$ cat config.mk
export PLATFORM = sky130hd
export DESIGN_NAME = cpu_page_port
export DESIGN_NICKNAME = d
export VERILOG_FILES = /design/src/rtl/cpuport_pkg.sv /design/src/rtl/cpuport_strobe.sv /design/src/rtl/cpuport_ctrl.sv /design/src/rtl/cpuport_seq.sv /design/src/rtl/cpu_page_port.sv
export SDC_FILE = /design/constraint.sdc
export NUM_CORES = 1
export LEC_CHECK = 0
export ABC_AREA = 1
export BUFFER_PORTS_ARGS = -buffer_cell sky130_fd_sc_hd__clkbuf_2
export CORE_ASPECT_RATIO = 1.75
export CORE_MARGIN = 2
export CORE_UTILIZATION = 25
export CTS_CLUSTER_SIZE = 30
export DETAILED_ROUTE_END_ITERATION = 8
export SYNTH_ARGS = -nofsm -noshare
export SYNTH_HDL_FRONTEND = slang
export SYNTH_SLANG_ARGS = --single-unit
$ cat constraint.sdc
create_clock -name clk -period 2.96 [get_ports clk]
set_input_delay 0.296 -clock clk [delete_from_list [all_inputs] [get_ports clk]]
set_output_delay 0.296 -clock clk [all_outputs]
set_load 0.05 [all_outputs]
$ cat src/rtl/cpuport_pkg.sv
package cpuport_pkg;

   // memory codes; the values are visible on mem_sel
   typedef enum logic [1:0] {
      SEL_NONE  = 2'b00,
      SEL_DATA  = 2'b01,
      SEL_CLOW  = 2'b10,
      SEL_CHIGH = 2'b11
   } mem_sel_e;

   typedef enum logic [1:0] {
      KIND_CTRL = 2'd0,
      KIND_VOID = 2'd1,
      KIND_DROP = 2'd2,
      KIND_MEM  = 2'd3
   } acc_kind_e;

   typedef enum logic [1:0] {
      ST_IDLE = 2'd0,
      ST_WAIT = 2'd1,
      ST_DONE = 2'd2
   } seq_state_e;

endpackage

$ cat src/rtl/cpuport_strobe.sv
module cpuport_strobe #(
   parameter int ADDR_W      = 6,
   parameter int DATA_W      = 8,
   parameter int SYNC_STAGES = 2
) (
   input  logic              clk,
   input  logic              rst_n,
   input  logic              cs_n,
   input  logic              ds,
   input  logic              rw,
   input  logic [ADDR_W-1:0] addr,
   input  logic [DATA_W-1:0] wdata,
   input  logic              busy,
   output logic              act,
   output logic              start,
   output logic              lat_rw,
   output logic [ADDR_W-1:0] lat_addr,
   output logic [DATA_W-1:0] lat_wdata
);

   logic raw_act;
   logic act_d;
   logic rise;

   assign raw_act = ~cs_n & ds;

   generate
      if (SYNC_STAGES == 0) begin : g_nosync
         assign act = raw_act;
      end else if (SYNC_STAGES == 1) begin : g_sync1
         logic sh;
         always_ff @(posedge clk or negedge rst_n) begin
            if (!rst_n) sh <= 1'b0;
            else        sh <= raw_act;
         end
         assign act = sh;
      end else begin : g_syncn
         logic [SYNC_STAGES-1:0] sh;
         always_ff @(posedge clk or negedge rst_n) begin
            if (!rst_n) sh <= '0;
            else        sh <= {sh[SYNC_STAGES-2:0], raw_act};
         end
         assign act = sh[SYNC_STAGES-1];
      end
   endgenerate

   assign rise = act & ~act_d;

   always_ff @(posedge clk or negedge rst_n) begin
      if (!rst_n) begin
         act_d     <= 1'b0;
         start     <= 1'b0;
         lat_rw    <= 1'b1;
         lat_addr  <= '0;
         lat_wdata <= '0;
      end else begin
         act_d <= act;
         start <= rise & ~busy;
         if (rise && !busy) begin
            lat_rw    <= rw;
            lat_addr  <= addr;
            lat_wdata <= wdata;
         end
      end
   end


   latch_hold_chk: assert property (@(posedge clk) disable iff (!rst_n)
      busy |-> ($stable(lat_addr) && $stable(lat_wdata) && $stable(lat_rw)));

endmodule

$ cat src/rtl/cpuport_ctrl.sv
module cpuport_ctrl
   import cpuport_pkg::*;
#(
   parameter int DATA_W = 8,
   parameter int PAGE_W = 3,
   parameter int CH_AW  = 5,
   localparam int ADDR_W = CH_AW + 1,
   localparam int MA_W   = PAGE_W + CH_AW
) (
   input  logic              clk,
   input  logic              rst_n,
   input  logic              wr_en,
   input  logic [DATA_W-1:0] wr_data,
   input  logic              lat_rw,
   input  logic [ADDR_W-1:0] lat_addr,
   output logic [DATA_W-1:0] ctrl_q,
   output acc_kind_e         kind,
   output logic [1:0]        sel,
   output logic [MA_W-1:0]   mem_addr,
   output logic              msg_all
);

   localparam int SPLIT_BIT = DATA_W - 1;
   localparam int MSG_BIT   = DATA_W - 2;
   localparam int SEL_LO    = PAGE_W;

   logic       is_ctrl;
   logic       is_mem;
   logic       split;
   mem_sel_e   eff_sel;

   always_ff @(posedge clk or negedge rst_n) begin
      if (!rst_n)     ctrl_q <= '0;
      else if (wr_en) ctrl_q <= wr_data;
   end

   assign split   = ctrl_q[SPLIT_BIT];
   assign msg_all = ctrl_q[MSG_BIT];
   assign is_mem  = lat_addr[ADDR_W-1];
   assign is_ctrl = ~lat_addr[ADDR_W-1] & (lat_addr[1:0] == 2'b00);

   always_comb begin
      if (split) eff_sel = lat_rw ? SEL_DATA : SEL_CLOW;
      else       eff_sel = mem_sel_e'(ctrl_q[SEL_LO+1:SEL_LO]);
   end

   always_comb begin
      if (is_ctrl)                                 kind = KIND_CTRL;
      else if (!is_mem)                            kind = KIND_VOID;
      else if (eff_sel == SEL_NONE)                kind = KIND_DROP;
      else if (eff_sel == SEL_DATA && !lat_rw)     kind = KIND_DROP;
      else                                         kind = KIND_MEM;
   end

   assign sel      = eff_sel;
   assign mem_addr = {ctrl_q[PAGE_W-1:0], lat_addr[CH_AW-1:0]};

endmodule

$ cat src/rtl/cpuport_seq.sv
module cpuport_seq
   import cpuport_pkg::*;
#(
   parameter int DATA_W = 8
) (
   input  logic              clk,
   input  logic              rst_n,
   input  logic              start,
   input  logic              act,
   input  acc_kind_e         kind,
   input  logic              lat_rw,
   input  logic [DATA_W-1:0] ctrl_q,
   input  logic              mem_gnt,
   input  logic [DATA_W-1:0] mem_rdata,
   output logic              busy,
   output logic              ctrl_we,
   output logic              mem_req,
   output logic              mem_we,
   output logic              ack_n,
   output logic [DATA_W-1:0] rdata
);

   seq_state_e st;

   always_ff @(posedge clk or negedge rst_n) begin
      if (!rst_n) begin
         st    <= ST_IDLE;
         rdata <= '0;
      end else begin
         case (st)
            ST_IDLE: if (start) begin
               case (kind)
                  KIND_CTRL: begin
                     if (lat_rw) rdata <= ctrl_q;
                     st <= ST_DONE;
                  end
                  KIND_MEM: st <= ST_WAIT;
                  default: begin
                     rdata <= '0;
                     st    <= ST_DONE;
                  end
               endcase
            end
            ST_WAIT: if (mem_gnt) begin
               if (lat_rw) rdata <= mem_rdata;
               st <= ST_DONE;
            end
            ST_DONE: if (!act) st <= ST_IDLE;
            default: st <= ST_IDLE;
         endcase
      end
   end

   assign busy    = (st != ST_IDLE);
   assign ctrl_we = (st == ST_IDLE) & start & (kind == KIND_CTRL) & ~lat_rw;
   assign mem_req = (st == ST_WAIT);
   assign mem_we  = ~lat_rw;
   assign ack_n   = (st != ST_DONE);


   req_until_gnt_chk: assert property (@(posedge clk) disable iff (!rst_n)
      (mem_req && !mem_gnt) |=> mem_req);


   no_ack_in_req_chk: assert property (@(posedge clk) disable iff (!rst_n)
      mem_req |-> ack_n);


   ack_release_chk: assert property (@(posedge clk) disable iff (!rst_n)
      (!ack_n && !act) |=> ack_n);


   ack_hold_chk: assert property (@(posedge clk) disable iff (!rst_n)
      (!ack_n && act) |=> !ack_n);

endmodule

$ cat src/rtl/cpu_page_port.sv
module cpu_page_port
   import cpuport_pkg::*;
#(
   parameter int DATA_W      = 8,
   parameter int PAGE_W      = 3,
   parameter int CH_AW       = 5,
   parameter int SYNC_STAGES = 2,
   localparam int ADDR_W = CH_AW + 1,
   localparam int MA_W   = PAGE_W + CH_AW
) (
   input  logic              clk,
   input  logic              rst_n,
   input  logic              cs_n,
   input  logic              ds,
   input  logic              rw,
   input  logic [ADDR_W-1:0] addr,
   input  logic [DATA_W-1:0] wdata,
   output logic [DATA_W-1:0] rdata,
   output logic              ack_n,
   output logic              msg_all,
   output logic              mem_req,
   output logic              mem_we,
   output logic [1:0]        mem_sel,
   output logic [MA_W-1:0]   mem_addr,
   output logic [DATA_W-1:0] mem_wdata,
   input  logic              mem_gnt,
   input  logic [DATA_W-1:0] mem_rdata
);

   generate
      if (DATA_W < PAGE_W + 4) begin : g_bad_width
         $error("control byte too narrow for page and flag fields");
      end
      if (CH_AW < 2) begin : g_bad_ch
         $error("channel address needs at least two bits");
      end
      if (SYNC_STAGES < 0 || SYNC_STAGES > 4) begin : g_bad_sync
         $error("synchroniser depth out of range");
      end
   endgenerate

   logic              act;
   logic              start;
   logic              busy;
   logic              lat_rw;
   logic [ADDR_W-1:0] lat_addr;
   logic [DATA_W-1:0] lat_wdata;
   logic [DATA_W-1:0] ctrl_q;
   logic              ctrl_we;
   acc_kind_e         kind;

   cpuport_strobe #(
      .ADDR_W      (ADDR_W),
      .DATA_W      (DATA_W),
      .SYNC_STAGES (SYNC_STAGES)
   ) u_strobe (
      .clk       (clk),
      .rst_n     (rst_n),
      .cs_n      (cs_n),
      .ds        (ds),
      .rw        (rw),
      .addr      (addr),
      .wdata     (wdata),
      .busy      (busy),
      .act       (act),
      .start     (start),
      .lat_rw    (lat_rw),
      .lat_addr  (lat_addr),
      .lat_wdata (lat_wdata)
   );

   cpuport_ctrl #(
      .DATA_W (DATA_W),
      .PAGE_W (PAGE_W),
      .CH_AW  (CH_AW)
   ) u_ctrl (
      .clk      (clk),
      .rst_n    (rst_n),
      .wr_en    (ctrl_we),
      .wr_data  (lat_wdata),
      .lat_rw   (lat_rw),
      .lat_addr (lat_addr),
      .ctrl_q   (ctrl_q),
      .kind     (kind),
      .sel      (mem_sel),
      .mem_addr (mem_addr),
      .msg_all  (msg_all)
   );

   cpuport_seq #(
      .DATA_W (DATA_W)
   ) u_seq (
      .clk       (clk),
      .rst_n     (rst_n),
      .start     (start),
      .act       (act),
      .kind      (kind),
      .lat_rw    (lat_rw),
      .ctrl_q    (ctrl_q),
      .mem_gnt   (mem_gnt),
      .mem_rdata (mem_rdata),
      .busy      (busy),
      .ctrl_we   (ctrl_we),
      .mem_req   (mem_req),
      .mem_we    (mem_we),
      .ack_n     (ack_n),
      .rdata     (rdata)
   );

   assign mem_wdata = lat_wdata;


   no_bad_target_chk: assert property (@(posedge clk) disable iff (!rst_n)
      mem_req |-> ((mem_sel != 2'b00) && !(mem_we && mem_sel == 2'b01)));


   req_fields_stable_chk: assert property (@(posedge clk) disable iff (!rst_n)
      (mem_req && !mem_gnt) |=> ($stable(mem_addr) && $stable(mem_sel) &&
                                 $stable(mem_we) && $stable(mem_wdata)));

endmodule

==> results.md <==
- The run finished with clean final reports.
- The hold violation total from the final report is 0.
- The first global-routing pass estimated 6650 um of wire.
- The largest voltage drop on the vdd net is 0.000386 V.
- In this run, the clock network consumes 18.4% of the power.
- For this run, the number of Yosys warnings is 0.
- The number of antenna violations at the first check in global routing came to 0.
- Setup repair after global routing left no endpoint under its margin.
- The number of enable flip-flop cells after synthesis is 0.
- The type of the worst setup path is flip-flop to flip-flop.
- The flip-flop and latch count after synthesis is 37.
- The via count of the first global-routing pass came to 1,432.
- The stage delay of the slowest cell on the critical path is 0.58 ns.
- In this run switching power makes up 51.8% of total power.
- The number of hold buffers added after CTS was 0.
- Of all cell types, the one taking the most synthesized area is dfrtp_1.
- For this block, the routed nets add up to 3920 um of wire.
- 0 antenna diodes ended up in the layout.
- The analysis attributes to net switching a power of 1.43 mW.
- The post-route clock period utilization is 61.6%.
- Across all layers, the routed design uses 1,401 vias.
- The end point of the critical path is u_seq.rdata[5].
- The clock arrives with 0.00451 ns of skew.
- The number of clock buffers inserted by TritonCTS is 5.
- Setup slack on the worst reg-to-reg path comes out at 1.14 ns.
- The normalized max-slew margin is 39.2%.
- The proportion of netlist area held by the largest area contributor is 54.3%.
- The number of distinct library cells after synthesis is 18.
- The finished layout holds 334 standard cells, fillers aside.
- The floorplan die width is 65.6 um.
- In this run the cell area measured after placement is 1960 um^2.
- The count of nets left with antenna violations once routing finished came out at 0.
- The proportion of synthesized flip-flops having asynchronous set or reset is 100%.
- The number of detailed-route iterations in the first pass is 4.
- After synthesis, the cell types taking the most area are dfrtp_1 54%, nand2_1 18%, nand3_1 6.9%, buf_4 4.1%, o21ai_0 3.9%.
- The end-of-flow core utilization is 32.5%.
- After detailed routing, the number of remaining DRC violations is 0.
- The clock latency on the worst-skew pair is 0.27 ns.
- The routed design could run at a clock period as short as 1.82 ns.
- In the synthesized netlist the dominant register cell turns out to be dfrtp_1.
- The pre-CTS worst setup slack is 1.15 ns.
- The H-tree generated during clock tree synthesis spans 2 levels.
- The count of maximum capacitance violations is 0.
- The buffers inserted during post-CTS setup optimization is 0.
- The maximum number of pins on one net before global-route repair is 38.
- The count of final max-slew check failures is 0.
- The number of gates resized after CTS was 0.
- The arrival time of data at the critical path endpoint is 1.98 ns.
- Clock-pin slew was measured on the worst setup and hold paths at 0.05 ns.
- Of the cells placed in the final design, the portion with a size suffix greater than 1 is 29.0%.
- The setup TNS is 0 ns.
- The area of the core region is 6490 um^2.
- The count of clock tree sinks is 37.
- The per-cell routed wire length is 11.7 um.
- The path class of the tightest hold or removal check is input pin to async pin.
- Across all setup checks in the final design, the least slack found is 1.14 ns.
- The synthesized netlist occupies a cell area of 1660 um^2.
- After global routing the overflow that remains totals 0.
- The initial cell density of the core is 25.6%.
- For this design the static power due to leakage is 1.17 nW.
- The buffer depth of the longest clock path is 2.
- Using the TritonRoute via totals, the vias-per-cell ratio works out to 4.19.
- The clock tree from TritonCTS is built.
- After synthesis, the most frequently instantiated cells are 79 x nand2_1, 36 x dfrtp_1, 23 x nand3_1.
- The die covers 7330 um^2.
- The average cell area after synthesis is 8.30 um^2.
- The aggregate global-route resource usage is 11.9%.
- The internal portion of the total power is 1.33 mW.
- In this run, flip-flops and latches consume 31.3% of the power.
- The final-report setup violation count is 0.
- The final HPWL from detailed placement is 3040 um.
- The maximum fanout along the worst path is 11.
- The areal power density over the cells is 1310 nW/um^2.
- The cell that appears most often on the critical path is nand2_1.
- The startpoint of the worst register-to-register path is u_strobe.lat_rw.
- For this run, the top clock speed supported by timing is 0.549 GHz.
- From synthesis to final layout, the design area changed by 27.0%.
- On the critical path, the stage with the largest delay is an instance of o21ai_1.
- STA classifies the critical path endpoint as a flip-flop.
- The design draws 2.77 mW.
- In this run the count of I/O pins placed on the die edge is 58.
- The worst setup path is launched from a flip-flop.
- When the netlist entered floorplanning its net count stood at 228.
- For the pin with the worst max-slew slack, the measured transition is 0.912 ns.
- Walking the worst path, the cells encountered are inv_2 > nand2_1 > o21ai_0 > o21ai_1 > nand2_2 > nand2_1 > nand2_1.
- The final layout net count is 280.
- CTS placed an instance of clkbuf_16 at the clock tree root.
- The synthesized instance count is 200.
- The worst register-to-register path has a depth of 7.
- The endpoint identified for the worst register-to-register timing path is u_seq.rdata[5].
- In this run the worst setup path begins at u_strobe.lat_rw.
- The number of placed instances, taps included is 327.
- The first routing iteration left 51 violations.
- The die span in y is 112 um.
- In the post-synthesis netlist, the cell with the most instances is nand2_1.
- The area of all placed cells without fillers is 2110 um^2.
- The routability congestion estimate is 0.778.
- Summing the sequential cell areas from Yosys gives 55.9% of the chip area.
- Combinational logic burns 50.3% of the power.
- The worst hold slack after final layout is 0.144 ns.
- During placement, the flow inserted port buffers numbering 57.
- The number of core rows is 39.
- For the worst setup path, the data required time is 3.12 ns.
## layout make-up
type | count | area [um^2]
fillers | 735 | 4380
flip-flops and latches | 37 | 927
multi-input cells | 135 | 589
repair buffers | 57 | 285
clock buffers | 7 | 143
well taps | 82 | 103
inverters | 16 | 60.1
## how the worst min path moves through the flow
| stage | endpoint | cells past startpoint | from | slack (ns) |
|---|---|---|---|---|
| 6_report | u_strobe.lat_wdata[5] | 1 | rst_n | 0.14 |
| 5_1_grt | u_strobe.g_syncn.sh[0] | 2 | cs_n | 0.17 |
| 4_1_cts | u_strobe.g_syncn.sh[0] | 2 | cs_n | 0.17 |
| 3_5_place_dp | u_strobe.g_syncn.sh[1] | 0 | u_strobe.g_syncn.sh[0] | 0.34 |
| 3_3_place_gp | u_strobe.g_syncn.sh[1] | 0 | u_strobe.g_syncn.sh[0] | 0.34 |
| 2_1_floorplan | u_ctrl.ctrl_q[0] | 0 | rst_n | 0.0004 |
## power groups by stage
| stage | registers, mW | logic, mW | clock network (mW) |
|---|---|---|---|
| after floorplan | 1.22 | 0.778 | 0 |
| after global placement | 0.872 | 1.39 | 0 |
| after detailed placement | 0.878 | 1.41 | 0 |
| after CTS | 0.870 | 1.41 | 0.526 |
| after global routing | 0.895 | 1.50 | 0.556 |
| final | 0.867 | 1.39 | 0.508 |
## flip-flops by register name, summed over array words and instances (netlist names)
signal               flops
u_strobe.lat_rw          1
u_strobe.lat_wdata       8
u_strobe.g_syncn.sh      2
u_strobe.start           1
u_ctrl.ctrl_q            8
u_strobe.lat_addr        6
u_seq.st                 2
u_strobe.act_d           1
u_seq.rdata              8
## worst max-delay path, delay by kind of cell (launching register included)
kind	cells	cell delay [ns]
buf+inv	1	0.06
simple gates	4	0.44
compound gates	2	0.68
flops	1	0.52
## layout by cell type (no fill, tap or decap)
| cell type | count |
|---|---|
| o21ai_0 | 13 |
| nand2_2 | 2 |
| nand3b_1 | 1 |
| clkbuf_1 | 1 |
| o211ai_1 | 1 |
| nor2_2 | 2 |
| nor2_4 | 2 |
| clkbuf_16 | 5 |
| dfstp_2 | 1 |
| clkbuf_2 | 57 |
| a21oi_1 | 2 |
| dfrtp_1 | 36 |
| o21ai_1 | 1 |
| nand2_1 | 79 |
| inv_2 | 3 |
| clkbuf_8 | 1 |
| inv_1 | 13 |
| nand3_1 | 23 |
| nor3_1 | 1 |
| nor2_1 | 8 |
## kinds of logic after synthesis
family / share of synthesized area, %
flops: 55.9
simple gates: 30.2
buf+inv: 8.60
compound gates: 5.28
## per-layer routing
layer,routed length (um),GRT usage (%),vias to the layer above,share of wire [%]
li1,-,-,725,-
met1,1540,12.7,628,39
met2,2080,21.6,42,53
met3,222,3.13,6,5.7
met4,75,5.00,0,1.9
met5,0,0,-,0
Power figures use the tool's default switching activity.
